<file path="config.mk">
export PLATFORM = sky130hd
export DESIGN_NAME = hostcfg_space
export DESIGN_NICKNAME = d
export VERILOG_FILES = /design/src/rtl/hostcfg_pkg.sv /design/src/rtl/hostcfg_ctrl.sv /design/src/rtl/hostcfg_data.sv /design/src/rtl/hostcfg_space.sv
export SDC_FILE = /design/constraint.sdc
export NUM_CORES = 1
export LEC_CHECK = 0
export ABC_CLOCK_PERIOD_IN_PS = 6630
export BUFFER_PORTS_ARGS = -buffer_cell sky130_fd_sc_hd__buf_2
export CAP_MARGIN = 20
export CORE_ASPECT_RATIO = 1.2
export CORE_MARGIN = 2
export CORE_UTILIZATION = 39
export CTS_CLUSTER_DIAMETER = 150
export DETAILED_ROUTE_END_ITERATION = 8
export GPL_TIMING_DRIVEN = 0
export RECOVER_POWER = 50
export SYNTH_ARGS = -nofsm -noshare
export SYNTH_HDL_FRONTEND = slang
export SYNTH_HIERARCHICAL = 1
export SYNTH_SLANG_ARGS = --single-unit
</file>
<file path="constraint.sdc">
create_clock -name clk -period 6.63 [get_ports clk]
set_input_delay 1.326 -clock clk [delete_from_list [all_inputs] [get_ports clk]]
set_output_delay 1.326 -clock clk [all_outputs]
set_load 0.01 [all_outputs]
</file>
<file path="src/rtl/hostcfg_pkg.sv">
package hostcfg_pkg;

  localparam int unsigned CFG_BYTES  = 256;
  localparam int unsigned DATA_W     = 32;
  localparam int unsigned BE_W       = DATA_W / 8;
  localparam int unsigned WORD_AW    = $clog2(CFG_BYTES / BE_W);
  localparam int unsigned NUM_BANKS  = 8;
  localparam int unsigned ERR_BYTES  = 4;
  localparam int unsigned SPACE_W    = CFG_BYTES * 8;

  // memory-map window, in word units
  localparam int unsigned MAP_LO_WORD  = 'h80 / BE_W;
  localparam int unsigned MAP_HI_WORD  = 'hA0 / BE_W;
  localparam int unsigned MEMCFG_WORD  = 'hF0 / BE_W;
  localparam int unsigned MEMGO_BYTE   = 'hF2;
  localparam int unsigned MEMGO_BIT    = 3;
  localparam int unsigned ERR_BASE     = 'hC1;

  typedef struct packed {
    logic               wr;
    logic [WORD_AW-1:0] word;
    logic [BE_W-1:0]    be;
    logic               memGoSet;
  } cfgStrb_t;

  function automatic logic [7:0] resetByte(int unsigned a);
    case (a)
      'h00: return 8'h57;  'h01: return 8'h10;
      'h02: return 8'h01;  'h04: return 8'h06;
      'h06: return 8'h80;  'h0B: return 8'h06;
      'hA8: return 8'h10;  'hAB: return 8'hFF;
      'hAC: return 8'h0C;  'hAD: return 8'h06;
      'hAE: return 8'h0C;  'hBA: return 8'h04;
      'hC0: return 8'h01;  'hF2: return 8'h02;
      'hF3: return 8'hFF;  'hF4: return 8'h03;
      'hFE: return 8'h10;
      default: return 8'h00;
    endcase
  endfunction

  function automatic logic [7:0] wmaskByte(int unsigned a);
    if ((a >= 'h70 && a <= 'h71) || (a >= 'h80 && a <= 'hA0) ||
        (a >= 'hA8 && a <= 'hAF) || (a >= 'hBA && a <= 'hBB) ||
        a == 'hC0 || a == 'hC4)
      return 8'hFF;
    return 8'h00;
  endfunction

  function automatic logic [7:0] w1cByte(int unsigned a);
    if (a == 'hC1 || a == 'hC3 || a == 'hC5 || a == 'hC7) return 8'hFF;
    return 8'h00;
  endfunction

  function automatic int unsigned errSlot(int unsigned a);
    return (a - ERR_BASE) / 2;
  endfunction

  function automatic logic [SPACE_W-1:0] resetImage();
    logic [SPACE_W-1:0] img;
    for (int unsigned i = 0; i < CFG_BYTES; i++) img[8*i +: 8] = resetByte(i);
    return img;
  endfunction

endpackage

</file>
<file path="src/rtl/hostcfg_ctrl.sv">
module hostcfg_ctrl
  import hostcfg_pkg::*;
(
  input  logic               clk,
  input  logic               rstN,
  input  logic               cfgWr,
  input  logic [WORD_AW-1:0] cfgAddr,
  input  logic [BE_W-1:0]    cfgBe,
  input  logic               autoMemGo,
  output cfgStrb_t           strb,
  output logic               mapUpdate
);

  logic inMapWindow;
  logic mapHit;

  assign inMapWindow = (cfgAddr >= WORD_AW'(MAP_LO_WORD) && cfgAddr <= WORD_AW'(MAP_HI_WORD)) ||
                       (cfgAddr == WORD_AW'(MEMCFG_WORD));
  assign mapHit      = cfgWr && (|cfgBe) && inMapWindow;

  assign strb.wr       = cfgWr;
  assign strb.word     = cfgAddr;
  assign strb.be       = cfgBe;
  assign strb.memGoSet = autoMemGo;

  always_ff @(posedge clk or negedge rstN) begin
    if (!rstN) mapUpdate <= 1'b0;
    else       mapUpdate <= mapHit;
  end

endmodule

</file>
<file path="src/rtl/hostcfg_data.sv">
module hostcfg_data
  import hostcfg_pkg::*;
(
  input  logic                      clk,
  input  logic                      rstN,
  input  cfgStrb_t                  strb,
  input  logic [DATA_W-1:0]         cfgWdata,
  input  logic [WORD_AW-1:0]        cfgAddr,
  input  logic [8*ERR_BYTES-1:0]    errSet,
  output logic [DATA_W-1:0]         cfgRdata,
  output logic [8*NUM_BANKS-1:0]    bankStart,
  output logic [8*NUM_BANKS-1:0]    bankStartExt,
  output logic [8*NUM_BANKS-1:0]    bankEnd,
  output logic [8*NUM_BANKS-1:0]    bankEndExt,
  output logic [NUM_BANKS-1:0]      bankEn,
  output logic [63:0]               procCfg,
  output logic [31:0]               memCfg1
);

  localparam logic [SPACE_W-1:0] RESET_IMG = resetImage();

  logic [SPACE_W-1:0] space;
  logic [SPACE_W-1:0] nextSpace;

  for (genvar i = 0; i < CFG_BYTES; i++) begin : g_byte
    localparam logic [7:0] WM = wmaskByte(i);
    localparam logic [7:0] CM = w1cByte(i);
    logic       hit;
    logic [7:0] cur, din, sets, nxt;

    assign cur = space[8*i +: 8];
    assign din = cfgWdata[8*(i%BE_W) +: 8];
    assign hit = strb.wr && (strb.word == WORD_AW'(i/BE_W)) && strb.be[i%BE_W];

    if (CM != 8'h00) begin : g_err
      assign sets = errSet[8*errSlot(i) +: 8];
    end else begin : g_noerr
      assign sets = 8'h00;
    end

    always_comb begin
      nxt = cur;
      if (hit) nxt = ((cur & ~WM) | (din & WM)) & ~(din & CM);
      nxt = nxt | (sets & CM);
      if (i == MEMGO_BYTE && strb.memGoSet) nxt[MEMGO_BIT] = 1'b1;
    end

    assign nextSpace[8*i +: 8] = nxt;
  end

  always_ff @(posedge clk or negedge rstN) begin
    if (!rstN) space <= RESET_IMG;
    else       space <= nextSpace;
  end

  assign cfgRdata     = space[DATA_W*cfgAddr +: DATA_W];
  assign bankStart    = space[8*'h80 +: 8*NUM_BANKS];
  assign bankStartExt = space[8*'h88 +: 8*NUM_BANKS];
  assign bankEnd      = space[8*'h90 +: 8*NUM_BANKS];
  assign bankEndExt   = space[8*'h98 +: 8*NUM_BANKS];
  assign bankEn       = space[8*'hA0 +: NUM_BANKS];
  assign procCfg      = space[8*'hA8 +: 64];
  assign memCfg1      = space[8*'hF0 +: 32];

endmodule

</file>
<file path="src/rtl/hostcfg_space.sv">
module hostcfg_space
  import hostcfg_pkg::*;
(
  input  logic                   clk,
  input  logic                   rstN,
  input  logic                   cfgWr,
  input  logic [WORD_AW-1:0]     cfgAddr,
  input  logic [BE_W-1:0]        cfgBe,
  input  logic [DATA_W-1:0]      cfgWdata,
  output logic [DATA_W-1:0]      cfgRdata,
  input  logic [8*ERR_BYTES-1:0] errSet,
  input  logic                   autoMemGo,
  output logic [8*NUM_BANKS-1:0] bankStart,
  output logic [8*NUM_BANKS-1:0] bankStartExt,
  output logic [8*NUM_BANKS-1:0] bankEnd,
  output logic [8*NUM_BANKS-1:0] bankEndExt,
  output logic [NUM_BANKS-1:0]   bankEn,
  output logic [63:0]            procCfg,
  output logic [31:0]            memCfg1,
  output logic                   mapUpdate
);

  cfgStrb_t strb;

  hostcfg_ctrl u_ctrl (
    .clk       (clk),
    .rstN      (rstN),
    .cfgWr     (cfgWr),
    .cfgAddr   (cfgAddr),
    .cfgBe     (cfgBe),
    .autoMemGo (autoMemGo),
    .strb      (strb),
    .mapUpdate (mapUpdate)
  );

  hostcfg_data u_data (
    .clk          (clk),
    .rstN         (rstN),
    .strb         (strb),
    .cfgWdata     (cfgWdata),
    .cfgAddr      (cfgAddr),
    .errSet       (errSet),
    .cfgRdata     (cfgRdata),
    .bankStart    (bankStart),
    .bankStartExt (bankStartExt),
    .bankEnd      (bankEnd),
    .bankEndExt   (bankEndExt),
    .bankEn       (bankEn),
    .procCfg      (procCfg),
    .memCfg1      (memCfg1)
  );

endmodule

</file>
==> qor.yml, run 1 <==
hpwl_um: 56600
r2r_setup_slack_ps: 5760
cts_tree: "yes"
areaGrowthSynthToFinish_pct: 20.7
switchingPower_mw: 1.73
ys_seq_area_share_pct: 46.7
slew_violations: 114
drtIter0Drc: 1210
final_nets: 2341
grt_max_degree: 122
ant_nets: 0
synth_top_cell_by_area: "dfrtp_1"
rsz0062_at_grt: "no"
clock_latency_ps: 570
place.gp.congestion: 0.869
wl_um: 76300
power_mw: 6.51
clockBufferDepth: 3
ys.flop_type: "dfrtp_1"
cts.sinks: 410
timing.rr.end: "u_data/space[1939]$_DFFE_PN0P_"
portBuffers: 438
cts-root-buf: "clkbuf_16"
cts_inserted_buffers: 44
holdCritStartpoint: "u_data/space[1583]$_DFF_PN0_"
dr_total_vias: 15544
multi_input_area_um2: 8590
syn_avg_cell_area_um2: 12.7
timing_hold_violations_final: 0
leakagePower_nw: 13.3
max-cap-violations: 1
rows: 95
grt_first_pass_wirelength_um: 109000
cp_max_fo: 10
firstDrtPassIters: 5
r2r_cells: 1
cp_data_required_time_ps: 5300
path_buf_inv: 6
nFillCells: 5218
ir_worst_vdd_mv: 0.164
layout-drive-gt1-share_pct: 53.0
pwr-share-clk_pct: 39.0
yosysTopAreaCellShare_pct: 44.6
antenna_found_initial: 7
drc: 0
synth_warnings: 6
grt_pass1_vias: 16058
cpMaxStageDelayCell: "clkbuf_1"
viasPerCell: 5.13
final-setup-viol-count: 0
crit_family: "buffers and inverters"
die_h_um: 264
violations: "max-capacitance violations, max-slew violations"
critPathCaptureType: "output pin"
holdPathStages: 1
async_flop_share_pct: 100
core_um2: 56000
critical_path.max_stage_delay_ps: 530
p_int_mw: 4.78
switching_share_pct: 26.6
pwr-share-seq_pct: 43.7
start_util_pct: 39.4
regArea_um2: 10300
min_to: "u_data/space[1583]$_DFF_PN0_"
utilization_pct: 47.5
hold_class: "reg2reg"
arrival_ps: 4220
post-cts-setup-buffer-count: 0
fin_crit_sh_pct: 83.6
reg2reg_from: "u_data/space[1939]$_DFFE_PN0P_"
crit_top_cell: "buf_2"
die_area_um2: 58400
run_status: "finished with violations"
grt_use_total_pct: 25.5
ys_top_cells_by_area: "dfrtp_1, mux2_2, buf_4"
synth.distinct_cells: 59
critical_path.startpoint_type: "input port"
cts_resized: 0
p_comb_share_pct: 17.3
wire_per_inst_um: 25.2
power_density_nw_per_um2: 245
ys_ff_latch: 410
slew_headroom_pct: -104
cts.clk_slew.worst_paths_ps: 60
synth-edff-count: 0
netlist_instances: 1741
io_pins: 471
max_freq_ghz: 0.180
path_class: "in2out"
cts_max_level: 2
synth.cell_area_um2: 22000
ctsHoldBuffers: 0
grt-ovfl-total: 0
fin_crit_ps: 5540
die_x_um: 221
fin_worst_skew_ps: 0
crit_chain: "buf_2 > buf_2 > buf_2 > clkbuf_1 > buf_8 > mux4_2 > mux2i_1 > o2111ai_1 > buf_2"
worstMarginPinSlew_ps: 3060
sequential cells by signal, indices dropped and copies added, names as in the netlist:
name and count:
u_data/space 409, u_ctrl/mapUpdate 1
how the worst max path moves through the flow:
stage	from	endpoint	slack (ps)	cells past startpoint
after floorplan	cfgAddr[3]	cfgRdata[31]	2510	6
after global placement	rstN	u_data/space[1230]$_DFFE_PN0P_	-3930	1
after detailed placement	cfgAddr[0]	cfgRdata[2]	1180	10
after CTS	cfgAddr[0]	cfgRdata[2]	1160	10
after global routing	cfgAddr[3]	cfgRdata[23]	950	8
final	cfgAddr[1]	cfgRdata[0]	1090	9
through the flow:
stage / hold slack (ps) / area, µm² / setup slack [ps] / cells / TNS (ps)
after CTS: 479 / 26900 / 1160 / 3024 / 0
final: 477 / 26600 / 1090 / 3028 / 0
after global routing: 494 / 26600 / 954 / 3024 / 0
after floorplan: 443 / 22100 / 2510 / 1770 / 0
after global placement: 459 / 25200 / -3930 / 2935 / -1540830
after detailed placement: 466 / 25400 / 1180 / 2944 / 0
power groups by stage:
| stage | logic (mW) | registers, mW | clock network [mW] |
|---|---|---|---|
| 6_report | 1.13 | 2.85 | 2.54 |
| 5_1_grt | 1.20 | 2.87 | 2.70 |
| 4_1_cts | 1.17 | 2.84 | 2.60 |
| 3_5_place_dp | 1.16 | 2.89 | 0 |
| 3_3_place_gp | 1.14 | 2.88 | 0 |
| 2_1_floorplan | 0.734 | 2.83 | 0 |
kinds of logic after synthesis:
logic type,after synthesis,share of synthesized area (%)
AO/OA/AOI/OAI,154,4.85
buffers and inverters,475,14.8
flip-flops,410,46.7
multiplexers,507,28.7
other,2,0.0341
AND/OR/NAND/NOR,193,4.96
placed cells by master, fill, tap and decap left out, types with 13 or more instances in the layout:
| master | n |
|---|---|
| a21o_1 | 32 |
| a21oi_1 | 27 |
| a22oi_1 | 13 |
| buf_2 | 282 |
| buf_4 | 346 |
| clkbuf_1 | 263 |
| clkbuf_16 | 45 |
| clkbuf_4 | 26 |
| clkbuf_8 | 13 |
| conb_1 | 31 |
| dfrtp_1 | 393 |
| dfstp_2 | 17 |
| mux2_2 | 386 |
| mux2i_1 | 60 |
| mux4_2 | 61 |
| nand2_1 | 68 |
| nand3_1 | 34 |
| nor2_1 | 24 |
| o21ai_0 | 24 |
layout make-up:
type,count,share of cell area (%)
inverter,6,0.0847
tap,727,3.42
multi-input combinational,885,32.3
buffer,469,12.0
clock inverter,6,0.433
antenna,4,0.0376
timing repair buffer,447,7.91
sequential,410,38.7
clock buffer,74,5.13
layer usage:
metal	vias up	share of wire (%)	track usage, %
li1	6864	-	-
met1	7946	41	33.0
met2	600	49	43.2
met3	122	6.0	4.48
met4	12	3.2	8.31
met5	-	0.088	0
Yosys cell counts, drive strengths merged (3+ instances only):
library cell,n
a211oi,7
a21o,32
a21oi,27
a221o,5
a221oi,5
a222oi,3
a22oi,13
a31oi,3
and3,7
buf,410
clkbuf,59
dfrtp,393
dfstp,17
inv,6
mux2,386
mux2i,60
mux4,61
nand2,69
nand2b,5
nand3,40
nand4,9
nor2,29
nor2b,9
nor3,8
nor4b,3
o2111ai,3
o211ai,5
o21ai,24
o22ai,9
o2bb2ai,9
Note: power is estimated with default switching activity, not from simulation.
==> run 2, diff against run 1 <==
--- a/config.mk
+++ b/config.mk
@@ -5,7 +5,7 @@
 export SDC_FILE = /design/constraint.sdc
 export NUM_CORES = 1
 export LEC_CHECK = 0
-export ABC_CLOCK_PERIOD_IN_PS = 6630
+export ABC_CLOCK_PERIOD_IN_PS = 5800
 export BUFFER_PORTS_ARGS = -buffer_cell sky130_fd_sc_hd__buf_2
 export CAP_MARGIN = 20
 export CORE_ASPECT_RATIO = 1.2
==> constraint.sdc (replaced) <==
create_clock -name clk -period 5.8 [get_ports clk]
set_input_delay 1.16 -clock clk [delete_from_list [all_inputs] [get_ports clk]]
set_output_delay 1.16 -clock clk [all_outputs]
set_load 0.01 [all_outputs]
==> qor.yml, run 2 (synthesis results as in run 1) <==
run_status: "finished with violations"
violations: "max-capacitance violations, max-slew violations"
drc: 0
final_cell_mix: "dfrtp_1, mux2_2, buf_4, buf_2, clkbuf_1"
final-instance-count-excl-fill: 3028
rsz0062_at_grt: "no"
leakagePower_nw: 13.4
layout-drive-gt1-share_pct: 52.9
grt_use_total_pct: 25.5
p_int_mw: 5.47
cts.sinks: 410
die_area_um2: 58400
hpwl_um: 56600
fin_crit_sh_pct: 89.9
cts_resized: 0
fin_ws_ps: 586
slew_headroom_pct: -167
io_pins: 471
areaGrowthSynthToFinish_pct: 20.8
dp.cells: 2944
fin_crit_ps: 5210
final-setup-viol-count: 0
final_common_cell: "dfrtp_1"
p_comb_share_pct: 17.3
wl_um: 76300
core_um2: 56000
slew_violations: 87
clockBufferDepth: 3
cp_data_required_time_ps: 4640
ant_nets: 0
largest_register: "u_data/space"
pwr-share-seq_pct: 43.7
drtIter0Drc: 1210
post-cts-setup-buffer-count: 0
fin_worst_skew_ps: 0
cts.clk_slew.worst_paths_ps: 60
final_area_um2: 26600
max-cap-violations: 1
firstDrtPassIters: 5
whs_ps: 477
grt-ovfl-total: 0
power_density_nw_per_um2: 280
place.gp.congestion: 0.869
grt_first_pass_wirelength_um: 109000
timing_hold_violations_final: 0
switchingPower_mw: 1.98
worstMarginPinSlew_ps: 4010
dr_total_vias: 15538
largest_reg_flops: 409
max_freq_ghz: 0.192
nFillCells: 5218
arrival_ps: 4050
critical_path.startpoint_type: "input port"
clock_latency_ps: 570
switching_share_pct: 26.6
path_class: "in2out"
cts-root-buf: "clkbuf_16"
grt_pass1_vias: 16058
portBuffers: 438
die_x_um: 221
ctsHoldBuffers: 0
die_h_um: 264
grt_max_degree: 122
wire_per_inst_um: 25.2
cts_tree: "yes"
final_nets: 2341
antenna_found_initial: 7
setup_tns_ps: 0
viasPerCell: 5.13
dp_slack_ps: 679
dpl_cell_area_um2: 25400
start_util_pct: 39.4
rows: 95
critPathCaptureType: "output pin"
cp_max_fo: 10
ir_worst_vdd_mv: 0.188
hold_class: "reg2reg"
cts_inserted_buffers: 44
cts_max_level: 2
pwr-share-clk_pct: 39.0
reg_top3: "u_data/space: 409 flops, u_ctrl/mapUpdate: 1 flops"
==> run 2: power groups by stage <==
stage | clock (mW) | combinational, mW | sequential, mW
2_1_floorplan | 0 | 0.839 | 3.24
3_3_place_gp | 0 | 1.31 | 3.29
3_5_place_dp | 0 | 1.33 | 3.30
4_1_cts | 2.97 | 1.34 | 3.25
5_1_grt | 3.09 | 1.38 | 3.28
6_report | 2.90 | 1.29 | 3.26
==> run 2: path summary, 6_finish.rpt <==
kind | startpoint | end | cells after the start | slack, ps
worst max-delay path | cfgAddr[0] | cfgRdata[2] | 10 | 590
worst min-delay path | u_data/space[1583]$_DFF_PN0_ | u_data/space[1583]$_DFF_PN0_ | 1 | 480
worst max register to register | u_data/space[1939]$_DFFE_PN0P_ | u_data/space[1939]$_DFFE_PN0P_ | 1 | 4930
worst min register to register | u_data/space[1583]$_DFF_PN0_ | u_data/space[1583]$_DFF_PN0_ | 1 | 480
max in group asynchronous | rstN | u_data/space[1383]$_DFFE_PN0P_ | 3 | 1240
min in group asynchronous | rstN | u_data/space[1073]$_DFFE_PN0P_ | 1 | 2090
==> run 2: layer usage <==
metal / part of all wire (%) / vias up / GRT usage [%]
met4: 3.2 / 12 / 8.31
met1: 41 / 7944 / 33.0
met3: 6.0 / 122 / 4.48
met2: 49 / 598 / 43.2
met5: 0.088 / - / 0
li1: - / 6862 / -
==> run 2: area by class of cell <==
cell class / count / area (µm²) / area share (%)
sequential: 410 / 10300 / 38.6
clock buffer: 74 / 1370 / 5.13
multi-input combinational: 885 / 8590 / 32.3
timing repair buffer: 447 / 2120 / 7.97
clock inverter: 6 / 115 / 0.433
inverter: 6 / 22.5 / 0.0846
antenna: 4 / 10.0 / 0.0376
buffer: 469 / 3200 / 12.0
tap: 727 / 910 / 3.42
==> run 2: per-stage QoR <==
step	utilization, %	total power, mW
floorplan	-	4.08
global placement	45.1	4.60
detailed placement	45.4	4.63
CTS	48.0	7.56
global route	47.5	7.75
finish	47.5	7.45
==> run 2: worst max-delay path: stages <==
cell and delay, ps:
buf_2 150, buf_4 330, buf_6 300, buf_4 300, buf_4 310, mux2i_1 400, nor3_1 90, o21ai_0 450
o211ai_1 280, buf_2 220
